`config.mk`:
```
export PLATFORM = sky130hd
export DESIGN_NAME = burst_gate_ctrl
export DESIGN_NICKNAME = d
export VERILOG_FILES = /design/src/rtl/burst_pkg.sv /design/src/rtl/burst_sync.sv /design/src/rtl/burst_idle_timer.sv /design/src/rtl/burst_fsm.sv /design/src/rtl/burst_gate_ctrl.sv
export SDC_FILE = /design/constraint.sdc
export NUM_CORES = 1
export LEC_CHECK = 0
export ABC_CLOCK_PERIOD_IN_PS = 2200
export BUFFER_PORTS_ARGS = -buffer_cell sky130_fd_sc_hd__clkbuf_2
export CAP_MARGIN = 5
export CORE_MARGIN = 4
export CORE_UTILIZATION = 40
export CTS_CLUSTER_SIZE = 12
export DETAILED_ROUTE_END_ITERATION = 16
export HOLD_SLACK_MARGIN = 0.02
export PLACE_DENSITY = 0.55
export SLEW_MARGIN = 30
export SYNTH_ARGS = -nofsm -noshare
export SYNTH_HDL_FRONTEND = slang
export SYNTH_SLANG_ARGS = --single-unit
```
`constraint.sdc`:
```
create_clock -name clk -period 2.2 [get_ports clk]
set_input_delay 0.11 -clock clk [delete_from_list [all_inputs] [get_ports clk]]
set_output_delay 0.11 -clock clk [all_outputs]
set_load 0.01 [all_outputs]
```
`src/rtl/burst_pkg.sv`:
```
package burst_pkg;
  typedef enum logic [1:0] {
    ST_RUN     = 2'd0,
    ST_PAUSE   = 2'd1,
    ST_STANDBY = 2'd2
  } burst_state_e;
endpackage

```
`src/rtl/burst_sync.sv`:
```
module burst_sync #(
  parameter int WIDTH  = 2,
  parameter int STAGES = 2
) (
  input  logic             clk,
  input  logic             rst,
  input  logic [WIDTH-1:0] async_i,
  output logic [WIDTH-1:0] sync_o
);
  logic [WIDTH-1:0] stage_q [STAGES];

  genvar s;
  generate
    for (s = 0; s < STAGES; s++) begin : g_stage
      if (s == 0) begin : g_first
        always_ff @(posedge clk) begin
          if (rst) stage_q[s] <= '0;
          else     stage_q[s] <= async_i;
        end
      end else begin : g_next
        always_ff @(posedge clk) begin
          if (rst) stage_q[s] <= '0;
          else     stage_q[s] <= stage_q[s-1];
        end
      end
    end
  endgenerate

  assign sync_o = stage_q[STAGES-1];
endmodule

```
`src/rtl/burst_idle_timer.sv`:
```
module burst_idle_timer #(
  parameter int LIMIT = 100
) (
  input  logic clk,
  input  logic rst,
  input  logic arm_i,
  input  logic tick_i,
  output logic expired_o
);
  localparam int CW = $clog2(LIMIT + 1);
  localparam logic [CW-1:0] LIM_C = CW'(LIMIT);

  logic [CW-1:0] cnt_q;

  always_ff @(posedge clk) begin
    if (rst || !arm_i) begin
      cnt_q <= '0;
    end else if (tick_i && (cnt_q != LIM_C)) begin
      cnt_q <= cnt_q + 1'b1;
    end
  end

  assign expired_o = (cnt_q == LIM_C);
endmodule

```
`src/rtl/burst_fsm.sv`:
```
module burst_fsm
  import burst_pkg::*;
(
  input  logic         clk,
  input  logic         rst,
  input  logic         hi_s_i,
  input  logic         lo_s_i,
  input  logic         expired_i,
  output burst_state_e state_o,
  output logic         sw_en_o,
  output logic         clamp_o,
  output logic         low_pwr_o
);
  burst_state_e state_q, state_d;

  always_comb begin
    state_d = state_q;
    unique case (state_q)
      ST_RUN: begin
        if (!hi_s_i && lo_s_i) state_d = ST_PAUSE;
      end
      ST_PAUSE: begin
        if (hi_s_i)                     state_d = ST_RUN;
        else if (lo_s_i && expired_i)   state_d = ST_STANDBY;
      end
      ST_STANDBY: begin
        if (hi_s_i) state_d = ST_RUN;
      end
      default: state_d = ST_RUN;
    endcase
  end

  always_ff @(posedge clk) begin
    if (rst) begin
      state_q   <= ST_RUN;
      sw_en_o   <= 1'b1;
      clamp_o   <= 1'b1;
      low_pwr_o <= 1'b0;
    end else begin
      state_q   <= state_d;
      sw_en_o   <= (state_d == ST_RUN);
      clamp_o   <= (state_d == ST_RUN);
      low_pwr_o <= (state_d == ST_STANDBY);
    end
  end

  assign state_o = state_q;
endmodule

```
`src/rtl/burst_gate_ctrl.sv`:
```
module burst_gate_ctrl
  import burst_pkg::*;
#(
  parameter int SYNC_STAGES = 2,
  parameter int IDLE_TICKS  = 100
) (
  input  logic clk,
  input  logic rst,
  input  logic fb_above_hi_i,
  input  logic fb_below_lo_i,
  input  logic tick_i,
  output logic sw_en_o,
  output logic min_pk_clamp_o,
  output logic low_pwr_o
);
  localparam int FLAGS = 2;

  logic [FLAGS-1:0] flags_s;
  logic             hi_s, lo_s, expired;
  burst_state_e     state;

  burst_sync #(.WIDTH(FLAGS), .STAGES(SYNC_STAGES)) u_sync (
    .clk     (clk),
    .rst     (rst),
    .async_i ({fb_above_hi_i, fb_below_lo_i}),
    .sync_o  (flags_s)
  );

  assign hi_s = flags_s[1];
  assign lo_s = flags_s[0];

  burst_idle_timer #(.LIMIT(IDLE_TICKS)) u_timer (
    .clk       (clk),
    .rst       (rst),
    .arm_i     ((state == ST_PAUSE) && lo_s),
    .tick_i    (tick_i),
    .expired_o (expired)
  );

  burst_fsm u_fsm (
    .clk       (clk),
    .rst       (rst),
    .hi_s_i    (hi_s),
    .lo_s_i    (lo_s),
    .expired_i (expired),
    .state_o   (state),
    .sw_en_o   (sw_en_o),
    .clamp_o   (min_pk_clamp_o),
    .low_pwr_o (low_pwr_o)
  );
endmodule

```
==> flow_summary.toml, run 1 <==
[run_status]
status = "completed"

[timing]
rsz0062_at_grt = "false"
final-setup-viol-count = 0
drv_slew = 0
period_needed_ps = 1478
relSlewSlack_pct = 80.89
fmax_mhz = 676.4
finalCritPeriodShare_pct = 67.20
fin_tns_setup_ps = 0
hold_viol = 0
skew_ps = 9.204
worst_pin_slew_ps = 286.3

[clock_network]
cts_tree = "yes"
cts.sinks = 15
postCtsSetupRepairBufs = 0
cts_made_buffers = 3
path_clk_slew_ps = 100
insertion_delay_ps = 290
root_buffer = "clkbuf_4"
cts_max_level = 1
ctsLongestPathBuffers = 2

[final_layout]
final-seq-area_sq_um = 300.3
final_cell_area_sq_um = 765.7
drive_gt1_share_pct = 18.99
fillers = 144
multiInputGateArea_sq_um = 349.1
antenna_cells = 0
areaGrowthSynthToFinish_pct = 12.09
layout.nets = 87

[synthesis]
synth_flop_cell = "dfxtp_1"
synth_top_area_cell = "dfxtp_1"
synth.top_cell.area_share_pct = 43.96
synth_area_leaders = "dfxtp_1 44%, nand2_1 4.9%, and2b_1 4.4%, nand4bb_4 4.0%, ha_1 3.7%"
synthArstFlopShare_pct = 0
yosys_warnings = 0
post_synth_inst_count = 69
synth_cell_types = 29
synth_nets = 76
synth_edf_count = 0
ys_seq_area_share_pct = 43.96
ys_ff_latch = 15
synth.avg_cell_area_sq_um = 9.901
syn_area_sq_um = 683.2

[power_and_ir_drop]
power_leakage_uw = 0.0002969
p_total_uw = 467.7
powerDensity_mw_per_mm2 = 610.8
vdd_drop_max_mv = 0.3850

[critical_path]
cp_cell_sequence = "inv_1 -> ha_1 -> and4bb_1 -> a2111o_1 -> o21ai_2"
cp.arrival_ps = 1710
critPathSlowestCell = "a2111o_1"
crit_path_end_kind = "register"
worstPathMaxFanout = 6
crit_path_max_incr_delay_ps = 430
cp-startpoint = "u_timer.cnt_q[0]"
reg2reg_slack_ps = 720
crit_path_start_kind = "register"
r2r_start = "u_timer.cnt_q[0]"
cp.required_ps = 2440
critical_path_class = "register to register"
reg2regPathDepth = 5
reg2reg_to = "u_timer.cnt_q[3]"

[route]
dr.pass1.iters = 4
first_iter_violations = 5
drc = 0
wirelength_um = 1099
wire_per_inst_um = 11.57
final_antenna_net_count = 0
via_per_inst = 5.432
vias = 516

[min_path]
min_path_type = "input port to register"
min_to = "u_fsm.state_o[1]"
hold_path.startpoint = "rst"
hold_depth = 2

[floorplan]
io_pins = 8
core_area_sq_mm = 0.001559
die_area_sq_mm = 0.002433
die_w_um = 49.33
initial_core_util_pct = 43.82
die_height_um = 49.33
rows = 14

[global_routing]
grt_pass1_wl_um = 1869
antenna_found_initial = 0
overflow = 0
track_usage_pct = 10.34
grt_pass1_vias = 433
grt_max_degree = 11

[place]
place_area_sq_um = 715.7
portBuffers = 7
place.gp.congestion = 0.7698
dp_hpwl_um = 794.5

[flow_run]
max_cap_viol_count = 0
[how the worst max path moves through the flow]
stage	end	slack [ps]
after global routing	u_timer.cnt_q[3]	620
after floorplan	u_timer.cnt_q[3]	810
after global placement	u_timer.cnt_q[3]	770
after detailed placement	u_timer.cnt_q[3]	750
after CTS	u_timer.cnt_q[3]	720
final	u_timer.cnt_q[3]	720
[area by class of cell]
class                      count  area share [%]
timing repair buffer           9           7.190
clock inverter                 1          0.9804
sequential                    15           39.22
multi-input combinational     48           45.59
clock buffer                   3           2.941
tap                           16           2.614
inverter                       3           1.471
[cells in the final DEF (no fill, tap or decap), drive strengths merged, types with 2 or more instances in the layout]
cell type	synthesis	layout
mux2i	2	2
dlygate4sd3	0	2
nand2	9	9
dfxtp	15	15
and2b	4	4
or3	2	2
o21ai	3	3
a21oi	4	4
nor3	4	4
nand4	4	4
ha	2	2
clkbuf	1	10
inv	3	3
and4bb	2	2
[routing by layer]
| metal | wire length (um) | up-vias | global-route usage [%] |
|---|---|---|---|
| met5 | 0 | - | 0 |
| met4 | 13 | 0 | 4.265 |
| met3 | 61 | 2 | 5.505 |
| met2 | 449 | 10 | 15.18 |
| met1 | 574 | 233 | 12.43 |
| li1 | - | 271 | - |
[state kept, by name (all words and copies together) (netlist names)]
signal and cells:
u_fsm.sw_en_o 1, u_sync.stage_q 4, u_fsm.state_o 2, u_fsm.low_pwr_o 1, u_timer.cnt_q 7
[through the flow]
| stage | setup slack, ps | instances | hold WS, ps | utilization (%) |
|---|---|---|---|---|
| 3_5_place_dp | 748.7 | 89 | 320.8 | 45.91 |
| 4_1_cts | 719.3 | 95 | 102.7 | 49.12 |
| 3_3_place_gp | 767.7 | 89 | 314.1 | 45.91 |
| 6_report | 721.6 | 95 | 111.7 | 49.12 |
| 2_1_floorplan | 808.6 | 69 | 235.2 | - |
| 5_1_grt | 622.8 | 95 | 121.6 | 49.12 |
[synth_stat cells, types with 2 or more instances]
library cell and n:
dfxtp_1 15, nand2_1 9, a21oi_1 4, and2b_1 4, nand4_1 4, nor3_1 4, inv_1 3, ha_1 2
mux2i_1 2, o21ai_0 2, or3_1 2
[worst max-delay path: cells and delay by family (launching register included)]
| family | cells | cell delay [ps] |
|---|---|---|
| adder cells (fa/ha/maj) | 1 | 190 |
| buffers and inverters | 1 | 80 |
| AND/OR/NAND/NOR | 1 | 260 |
| flip-flops | 1 | 400 |
| AO/OA/AOI/OAI | 2 | 490 |
[cells by family (layout without fill, tap and decap cells)]
family	Yosys count	count (layout)	share of synthesized area, %
simple gates	29	29	28.20
flops	15	15	43.96
compound gates	14	14	15.02
buf+inv	6	16	4.945
fa+ha+maj	2	2	3.662
mux	2	2	2.931
xor+xnor	1	1	1.282
[power by group]
group	leakage [uW]	switching, uW	internal, uW	total (uW)
logic	0.000161	8.61	12.9	21.5
registers	0.000122	4.89	277	281
clock network	0.0000139	95.6	69.1	165
total	0.000297	109	359	468
[what timing repair did]
action | 4_1_cts | 5_1_grt
endpoints found under the hold margin | 2 | 0
hold buffers | 2 | 0
gates resized for setup | 0 | 0
Note: power is estimated with default switching activity, not from simulation.
==> run 2: changes to the inputs <==
ABC_AREA = 1   (was default)
ABC_CLOCK_PERIOD_IN_PS = 1200   (was 2200)
PLACE_DENSITY = 0.57   (was 0.55)
clock period = 1.2 ns   (was 2.2 ns; I/O delays follow)
==> run 2 against run 1 <==
- sequential share of layout area decreased by 7.3 points
- area after synthesis stayed put
- die area unchanged
- highest routed layer is now met3
==> flow_summary.toml, run 2 <==
[clock_network]
root_buffer = "clkbuf_4"
cts.sinks = 15
path_clk_slew_ps = 90
ctsLongestPathBuffers = 2
cts_tree = "yes"
cts_made_buffers = 3
insertion_delay_ps = 280
cts_max_level = 1

[critical_path]
cp.arrival_ps = 1390
worstPathMaxFanout = 8
crit_path_end_kind = "register"
cp-startpoint = "u_timer.cnt_q[1]"
reg2regPathDepth = 9
cp-endpoint = "u_timer.cnt_q[2]"
crit_path_start_kind = "register"
reg2reg_slack_ps = 30
critical_path_class = "register to register"
r2r_start = "u_timer.cnt_q[1]"
cp.required_ps = 1420
reg2reg_to = "u_timer.cnt_q[2]"

[synthesis]
synth_top_area_cell = "dfxtp_1"
synth_edf_count = 0
ys_ff_latch = 15
synth.top_cell.area_share_pct = 43.96
synth.avg_cell_area_sq_um = 7.268
synthArstFlopShare_pct = 0
synth_flop_cell = "dfxtp_1"
yosys-top-cells-count = "27 x nand2_1, 15 x dfxtp_1, 15 x inv_1"
synth_nets = 101
ys_seq_area_share_pct = 43.96
synth_cell_types = 18
syn_area_sq_um = 683.2
synth_area_leaders = "dfxtp_1 44%, nand2_1 15%, inv_1 8.2%, nor2_1 6.6%, a21oi_1 4.4%"
yosysMostFrequentCell = "nand2_1"
yosys_warnings = 0
post_synth_inst_count = 94

[timing]
fmax_mhz = 857.2
timing.final.ws_setup_ps = 33.42
drv_slew = 0
period_needed_ps = 1167
relSlewSlack_pct = 83.95
worst_pin_slew_ps = 239.9
final-setup-viol-count = 0
finalCritPeriodShare_pct = 97.22
hold_slack_ps = 165.0
rsz0062_at_grt = "true"
fin_tns_setup_ps = 0
hold_viol = 0
skew_ps = 3.968

[final_layout]
final_common_cell = "nand2_1"
layoutNonFillerInstCount = 133
regMostFlops = "u_timer.cnt_q"
layout.nets = 125
largest_reg_flops = 7
antenna_cells = 0
fin_util_pct = 61.64
areaGrowthSynthToFinish_pct = 40.66
drive_gt1_share_pct = 37.61
mostFrequentLayoutCells = "21 x nand2_1, 12 x dfxtp_1, 11 x inv_1, 11 x nor2_1, 9 x buf_4"

[route]
highest_layer = "met3"
wire_per_inst_um = 9.654
final_antenna_net_count = 0
vias = 599
wirelength_um = 1284
met3_length_um = 73
via_per_inst = 4.504
first_iter_violations = 5
drc = 0
drt-met1-wl_um = 634
dr_wl_met2_um = 575
dr.pass1.iters = 4

[global_routing]
overflow = 0
grt_max_degree = 10
track_usage_pct = 11.54
grt_pass1_vias = 529
antenna_found_initial = 0
grt_pass1_wl_um = 2173

[place]
dp_cells = 120
pre_cts_ws_ps = -70.57
portBuffers = 7
dp_hpwl_um = 900.3
place.gp.congestion = 0.8230

[power_and_ir_drop]
powerDensity_mw_per_mm2 = 890.4
power_leakage_uw = 0.0004109
vdd_drop_max_mv = 0.8121

[floorplan]
die_w_um = 49.33
die_height_um = 49.33
io_pins = 8
initial_core_util_pct = 43.82
core_area_sq_mm = 0.001559
rows = 14
die_area_sq_mm = 0.002433

[min_path]
min_path_type = "input port to register"
hold_depth = 4

[flow_run]
max_cap_viol_count = 0

[run_status]
status = "completed"
-- run 2: worst min path at each step --
stage / start / end / slack, ps
final: tick_i / u_timer.cnt_q[6] / 160
after global routing: tick_i / u_timer.cnt_q[3] / 190
after CTS: tick_i / u_timer.cnt_q[1] / 120
after detailed placement: fb_above_hi_i / u_sync.stage_q[0][1] / 260
after global placement: fb_above_hi_i / u_sync.stage_q[0][1] / 250
after floorplan: rst / u_sync.stage_q[0][0] / 130
-- run 2: metrics by stage --
step / cell area (sq um) / total power [uW]
floorplan: 683.2 / 547.2
global placement: 760.7 / 560.4
detailed placement: 760.7 / 561.2
CTS: 860.8 / 854.1
global route: 960.9 / 900.2
finish: 960.9 / 855.6
-- run 2: layout make-up --
cell class                 count  area, sq um
fill                         152        598.1
multi-input combinational     62        391.6
sequential                    15        306.5
timing repair buffer          20        147.6
inverter                      16        67.56
clock buffer                   3        22.52
tap                           16        20.02
clock inverter                 1        5.005
-- run 2: power by group --
group | internal, uW | switching, uW | total (uW)
combinational | 31.2 | 31.9 | 63.0
clock | 124 | 161 | 285
sequential | 505 | 3.04 | 508
-- run 2: logic make-up after synthesis --
logic type / count (synthesis) / synth area share [%]
and+or+nand+nor: 48 / 31.50
buffers and inverters: 17 / 9.889
DFF: 15 / 43.96
AOI/OAI and AO/OA: 9 / 7.143
xor gates and xnor gates: 3 / 3.847
adders and majority gates: 2 / 3.662
-- run 2: critical path: stages, from the launching register on --
cell and delay (ps):
dfxtp_4 370, inv_2 40, ha_4 150, nand2_2 50
inv_2 40, nand3b_4 110, nand2_8 100, inv_8 90
nand2_4 40, a21oi_2 130
-- run 2: metal layers --
layer  track usage, %  vias up
met5                0        -
li1                 -      328
met4            1.422        0
met2            17.19       14
met3            5.505        0
met1            15.37      257
-- run 2: what timing repair did --
action | in CTS | in global routing
hold endpoints to repair | 4 | 0
endpoints found under the setup margin | 7 | 12
buffers inserted | 2 | 2
hold buffers | 5 | 0
gates resized for setup | 6 | 24
pin swaps | 3 | 4
